## config.mk

```make
export PLATFORM = sky130hd
export DESIGN_NAME = staged_reset_ctrl
export DESIGN_NICKNAME = d
export VERILOG_FILES = /design/src/rtl/rstseq_pkg.sv /design/src/rtl/rstseq_sync.sv /design/src/rtl/rstseq_hold_filter.sv /design/src/rtl/rstseq_fsm.sv /design/src/rtl/staged_reset_ctrl.sv
export SDC_FILE = /design/constraint.sdc
export NUM_CORES = 1
export LEC_CHECK = 0
export CAP_MARGIN = 20
export CORE_UTILIZATION = 40
export DETAILED_ROUTE_END_ITERATION = 10
export MAX_ROUTING_LAYER = met4
export PLACE_DENSITY_LB_ADDON = 0.12
export SKIP_LAST_GASP = 1
export SYNTH_ARGS = -nofsm -noshare
export SYNTH_HDL_FRONTEND = slang
export SYNTH_SLANG_ARGS = --single-unit
```

## constraint.sdc

```tcl
create_clock -name clk -period 2.2 [get_ports clk]
set_input_delay 0.33 -clock clk [delete_from_list [all_inputs] [get_ports clk]]
set_output_delay 0.33 -clock clk [all_outputs]
set_load 0.02 [all_outputs]
```

## src/rtl/rstseq_pkg.sv

```systemverilog
package rstseq_pkg;

  typedef enum logic [2:0] {
    PH_IDLE      = 3'd0,
    PH_WAIT_LOCK = 3'd1,
    PH_RELEASE   = 3'd2,
    PH_WAIT_ACK  = 3'd3,
    PH_RUN       = 3'd4
  } phase_t;

  // True once the wait counter has covered `limit` cycles (counter starts at 0).
  function automatic logic wait_expired(input logic [31:0] cnt, input int unsigned limit);
    return cnt >= 32'(limit - 1);
  endfunction

  // Saturating step of the request hold counter.
  function automatic logic [31:0] hold_step(input logic [31:0] cnt, input logic req,
                                            input int unsigned limit);
    if (!req) return 32'd0;
    if (cnt >= 32'(limit)) return 32'(limit);
    return cnt + 32'd1;
  endfunction

endpackage

```

## src/rtl/rstseq_sync.sv

```systemverilog
module rstseq_sync #(
  parameter int   W       = 1,
  parameter int   DEPTH   = 2,
  parameter logic RST_VAL = 1'b0
) (
  input  logic         clk,
  input  logic         arst_n,
  input  logic [W-1:0] d,
  output logic [W-1:0] q
);
  logic [W-1:0] stg [DEPTH];

  for (genvar i = 0; i < DEPTH; i++) begin : g_stage
    always_ff @(posedge clk or negedge arst_n) begin
      if (!arst_n) stg[i] <= {W{RST_VAL}};
      else if (i == 0) stg[i] <= d;
      else stg[i] <= stg[(i == 0) ? 0 : i - 1];
    end
  end

  assign q = stg[DEPTH-1];
endmodule

```

## src/rtl/rstseq_hold_filter.sv

```systemverilog
module rstseq_hold_filter
  import rstseq_pkg::*;
#(
  parameter int HOLD = 4
) (
  input  logic clk,
  input  logic arst_n,
  input  logic req_n_s,
  output logic hold_met
);
  localparam int CW = $clog2(HOLD + 1);

  logic [CW-1:0] cnt_q;

  always_ff @(posedge clk or negedge arst_n) begin
    if (!arst_n) cnt_q <= '0;
    else cnt_q <= CW'(hold_step(32'(cnt_q), !req_n_s, HOLD));
  end

  assign hold_met = (32'(cnt_q) == 32'(HOLD));
endmodule

```

## src/rtl/rstseq_fsm.sv

```systemverilog
module rstseq_fsm
  import rstseq_pkg::*;
#(
  parameter int N       = 4,
  parameter int TIMEOUT = 1024
) (
  input  logic         clk,
  input  logic         arst_n,
  input  logic         lock_s,
  input  logic         ext_hold,
  input  logic [N-1:0] ack_s,
  output logic [N-1:0] rst_out,
  output logic [N-1:0] err_out,
  output logic         ready_out,
  output logic         abort_lock,
  output logic         stage_done,
  output logic         tmo_hit
);
  localparam int IDX_W = (N > 1) ? $clog2(N) : 1;
  localparam int TMO_W = (TIMEOUT > 1) ? $clog2(TIMEOUT) : 1;
  localparam logic [IDX_W-1:0] LAST = IDX_W'(N - 1);

  phase_t           phase_q, phase_d;
  logic [IDX_W-1:0] idx_q, idx_d;
  logic [TMO_W-1:0] tmo_q, tmo_d;
  logic             seen_low_q, seen_low_d;
  logic [N-1:0]     rst_q, rst_d;
  logic [N-1:0]     err_q, err_d;
  logic             ready_q;
  logic             cur_ack;
  logic             in_stage;

  assign cur_ack    = ack_s[idx_q];
  assign in_stage   = (phase_q == PH_RELEASE) || (phase_q == PH_WAIT_ACK) || (phase_q == PH_RUN);
  assign abort_lock = in_stage && !lock_s;
  assign stage_done = (phase_q == PH_WAIT_ACK) && seen_low_q && cur_ack;
  assign tmo_hit    = (phase_q == PH_WAIT_ACK) && !stage_done &&
                      wait_expired(32'(tmo_q), TIMEOUT);

  always_comb begin
    phase_d    = phase_q;
    idx_d      = idx_q;
    tmo_d      = tmo_q;
    seen_low_d = seen_low_q;
    rst_d      = rst_q;
    err_d      = err_q;
    if (ext_hold || abort_lock || tmo_hit) begin
      phase_d = PH_IDLE;
      idx_d   = '0;
      rst_d   = '1;
      if (tmo_hit) err_d[idx_q] = 1'b1;
    end else begin
      unique case (phase_q)
        PH_IDLE: begin
          rst_d   = '1;
          phase_d = PH_WAIT_LOCK;
        end
        PH_WAIT_LOCK: begin
          if (lock_s) begin
            phase_d  = PH_RELEASE;
            idx_d    = '0;
            rst_d[0] = 1'b0;
          end
        end
        PH_RELEASE: begin
          phase_d    = PH_WAIT_ACK;
          tmo_d      = '0;
          seen_low_d = 1'b0;
        end
        PH_WAIT_ACK: begin
          tmo_d = tmo_q + TMO_W'(1);
          if (!cur_ack) seen_low_d = 1'b1;
          if (stage_done) begin
            if (idx_q == LAST) begin
              phase_d = PH_RUN;
            end else begin
              idx_d        = idx_q + IDX_W'(1);
              rst_d[idx_d] = 1'b0;
              phase_d      = PH_RELEASE;
            end
          end
        end
        PH_RUN: ;
        default: phase_d = PH_IDLE;
      endcase
    end
  end

  always_ff @(posedge clk or negedge arst_n) begin
    if (!arst_n) begin
      phase_q    <= PH_IDLE;
      idx_q      <= '0;
      tmo_q      <= '0;
      seen_low_q <= 1'b0;
      rst_q      <= '1;
      err_q      <= '0;
      ready_q    <= 1'b0;
    end else begin
      phase_q    <= phase_d;
      idx_q      <= idx_d;
      tmo_q      <= tmo_d;
      seen_low_q <= seen_low_d;
      rst_q      <= rst_d;
      err_q      <= err_d;
      ready_q    <= (phase_d == PH_RUN);
    end
  end

  assign rst_out   = rst_q;
  assign err_out   = err_q;
  assign ready_out = ready_q;
endmodule

```

## src/rtl/staged_reset_ctrl.sv

```systemverilog
module staged_reset_ctrl #(
  parameter int NUM_STAGES  = 4,
  parameter int SYNC_DEPTH  = 2,
  parameter int EXT_HOLD    = 4,
  parameter int ACK_TIMEOUT = 1024
) (
  input  logic                  clk,
  input  logic                  por_n,
  input  logic                  ext_rst_n,
  input  logic                  clk_locked,
  input  logic [NUM_STAGES-1:0] mod_ack,
  output logic [NUM_STAGES-1:0] mod_rst,
  output logic                  sys_ready,
  output logic [NUM_STAGES-1:0] stage_err
);
  localparam int SW = NUM_STAGES + 1;

  logic [SW-1:0]         raw_vec, sync_vec;
  logic                  lock_s;
  logic [NUM_STAGES-1:0] ack_s;
  logic                  ext_n_s;
  logic                  ext_hold;
  logic                  abort_lock;
  logic                  stage_done;
  logic                  tmo_hit;

  assign raw_vec = {mod_ack, clk_locked};

  rstseq_sync #(.W(SW), .DEPTH(SYNC_DEPTH), .RST_VAL(1'b0)) u_sync_in (
    .clk(clk), .arst_n(por_n), .d(raw_vec), .q(sync_vec)
  );

  assign lock_s = sync_vec[0];
  assign ack_s  = sync_vec[SW-1:1];

  rstseq_sync #(.W(1), .DEPTH(SYNC_DEPTH), .RST_VAL(1'b1)) u_sync_ext (
    .clk(clk), .arst_n(por_n), .d(ext_rst_n), .q(ext_n_s)
  );

  rstseq_hold_filter #(.HOLD(EXT_HOLD)) u_filter (
    .clk(clk), .arst_n(por_n), .req_n_s(ext_n_s), .hold_met(ext_hold)
  );

  rstseq_fsm #(.N(NUM_STAGES), .TIMEOUT(ACK_TIMEOUT)) u_fsm (
    .clk(clk), .arst_n(por_n), .lock_s(lock_s), .ext_hold(ext_hold), .ack_s(ack_s),
    .rst_out(mod_rst), .err_out(stage_err), .ready_out(sys_ready),
    .abort_lock(abort_lock), .stage_done(stage_done), .tmo_hit(tmo_hit)
  );
endmodule

```

==> results.cfg <==
[synthesis]
synth_edf_count = 0
netlist_area_um2 = 1847
synth_top_cell_area_share = 0.4607
synth_seq_cells = 40
synthCells = 159
synth_nets = 174
async_flop_share = 1.000
syn_avg_cell_area_um2 = 11.61
synth_cell_types = 46
yosysMostFrequentCell = dfrtp_1
synth_area_leaders = dfrtp_1, dfstp_2, ha_1
seq_area_frac_synth = 0.5461
synth_area_leader_cell = dfrtp_1
synth_ff_type = dfrtp_1
ys_top_cells_by_count = dfrtp_1, nor2_1, nand2_1
yosys_warnings = 0

[power]
switching_share = 0.3410
seq_power_share = 0.422
switchingPower_uw = 815.5
power.clock.fraction = 0.257
power_frac_comb = 0.321
internal_power_mw = 1.576
powerDensity_nw_per_um2 = 1092
p_leak_nw = 0.9753
vdd_drop_max_v = 0.0004197

[run]
drv_cap = 0

[grt]
antenna_found_initial = 0
overflow = 0
grt_max_degree = 41
grt_pass1_vias = 1301
grt_pass1_wl_mm = 5.961
track_usage = 0.1584

[detailed_routing]
vias = 1277
wl_per_cell_um = 14.17
drt.antenna.violating_nets = 0
drt-pass1-iter-count = 4
drt_iter0_markers = 70
drc = 0
avgViaCountPerCell = 5.457
drt-total-wl_mm = 3.316

[worst_setup_path]
worstPathArrival_ns = 2.20
worstSetupPathType = reg -> reg
required_ns = 2.38
critical_path_peak_fanout = 5
reg2reg_depth = 5
rrSetupSlack_ns = 0.18
cp-start-kind = flop
end_kind = flop

[clock_network]
cts_setup_buffers = 0
clkSinkCount = 40
ctsResizeCount = 0
cts_buffer_depth = 2
cts.root.buffer_cell = clkbuf_8
htreeDepth = 2
tritoncts = yes
numCtsBuffers = 5
cts_hold_buf = 0
path_clk_slew_ns = 0.08
insertion_delay_ns = 0.29

[die]
dieArea_um2 = 4892
io_pins = 17
die_w_um = 69.95
dieHeight_um = 69.95
num_rows = 24
core_area_um2 = 4384
start_util = 0.4212

[placement]
place_congestion = 0.7741
port_buffers = 16
placed_cell_area_um2 = 2076
hpwl_mm = 2.340

[final_layout]
syn_to_final_growth_pct = 18.63
antennaDiodeCount = 0
fillCellCount = 388
ff_latch_area_um2 = 1008
multiInputGateArea_um2 = 787.0
stdcell_area_um2 = 2191
drive_gt1_frac = 0.2308
fin_nets = 196

[timing]
max_slew_margin = 0.4220
fin_tns_setup_ns = 0
fmaxAchievable_mhz = 494.8
rsz0062_at_grt = no
fin_skew_ns = 0.005807
finalSetupViolations = 0
worst_pin_slew_ns = 0.8670
post-route-min-period_ns = 2.021
post-route-period-util = 0.9186
slew_violations = 0
finalHoldViolations = 0

[run_status]
status = completed

[worst_hold_path]
hold_class = in -> async
-- worst paths after layout --
path | from | end
max in group asynchronous | por_n | u_fsm.tmo_q[9]
min | por_n | u_fsm.tmo_q[5]
min in group clk | u_sync_in.stg[5] | u_sync_in.q[0]
max reg2reg | u_fsm.tmo_q[0] | u_fsm.tmo_q[0]
max | u_fsm.tmo_q[0] | u_fsm.tmo_q[0]
min reg2reg | u_sync_in.stg[5] | u_sync_in.q[0]
-- layout by cell type, fill, tap and decap left out, drive strengths merged, types with 4 or more instances in the layout --
cell type	count
a211o	4
a21o	7
nor3	4
o21ai	7
nand3	7
clkdlybuf4s50	15
dfrtp	34
or4	5
inv	7
a22o	6
nand2	8
ha	7
buf	6
mux2	4
dfstp	6
nor2	11
clkbuf	5
-- power by group through the flow --
| stage | clock network (mW) | registers (mW) | logic (mW) |
|---|---|---|---|
| global route | 0.664 | 1.04 | 0.867 |
| global placement | 0 | 1.02 | 0.758 |
| CTS | 0.635 | 1.01 | 0.776 |
| detailed placement | 0 | 1.02 | 0.771 |
| floorplan | 0 | 1.00 | 0.563 |
| finish | 0.614 | 1.01 | 0.768 |
-- cell type report --
cell class                 instances  area share
clock buffer                       5     0.03141
clock inverter                     3     0.02113
inverter                           6     0.01028
multi-input combinational        107      0.3592
sequential                        40      0.4603
tap                               52     0.02970
timing repair buffer              21     0.08795
-- worst max-delay path, cell delays in order (launching register included) --
cell and delay [ns]:
dfrtp_1 0.40, ha_1 0.25, nand4_2 0.14, or4_4 0.58
o21ai_4 0.23, mux2_4 0.32
-- cells by family after synthesis --
family	share of synthesized area
compound gates	0.1626
fa+ha+maj	0.04742
buf+inv	0.02778
flops	0.5461
mux	0.04268
simple gates	0.1734
-- layer usage --
metal,GRT usage,up-vias,wire length (um)
met4,0.05333,0,48
li1,-,622,-
met5,-,-,0
met2,0.2318,23,1483
met1,0.2124,627,1664
met3,0.04473,5,119
-- stage by stage --
step                setup slack (ns)  power (mW)  hold WS (ns)  instances  utilization
floorplan                     0.2461       1.566       0.03441        159            -
global placement              0.2300       1.775        0.3318        226       0.4735
detailed placement            0.1892       1.796        0.3347        226       0.4735
CTS                           0.1698       2.421        0.1829        234       0.4997
global route                 0.06808       2.567        0.2242        234       0.4997
finish                        0.1790       2.391        0.1440        234       0.4997
-- state kept, by name, summed over array words and instances, names as in the netlist --
register,cells
u_filter.cnt_q,3
u_fsm.phase_q,3
u_sync_in.stg,5
u_sync_in.q,5
u_fsm.idx_q,2
u_fsm.seen_low_q,1
u_fsm.tmo_q,10
u_sync_ext.q,1
u_fsm.err_out,4
u_sync_ext.stg,1
u_fsm.ready_out,1
u_fsm.rst_out,4
No activity file was read; power rests on OpenSTA's default activity.
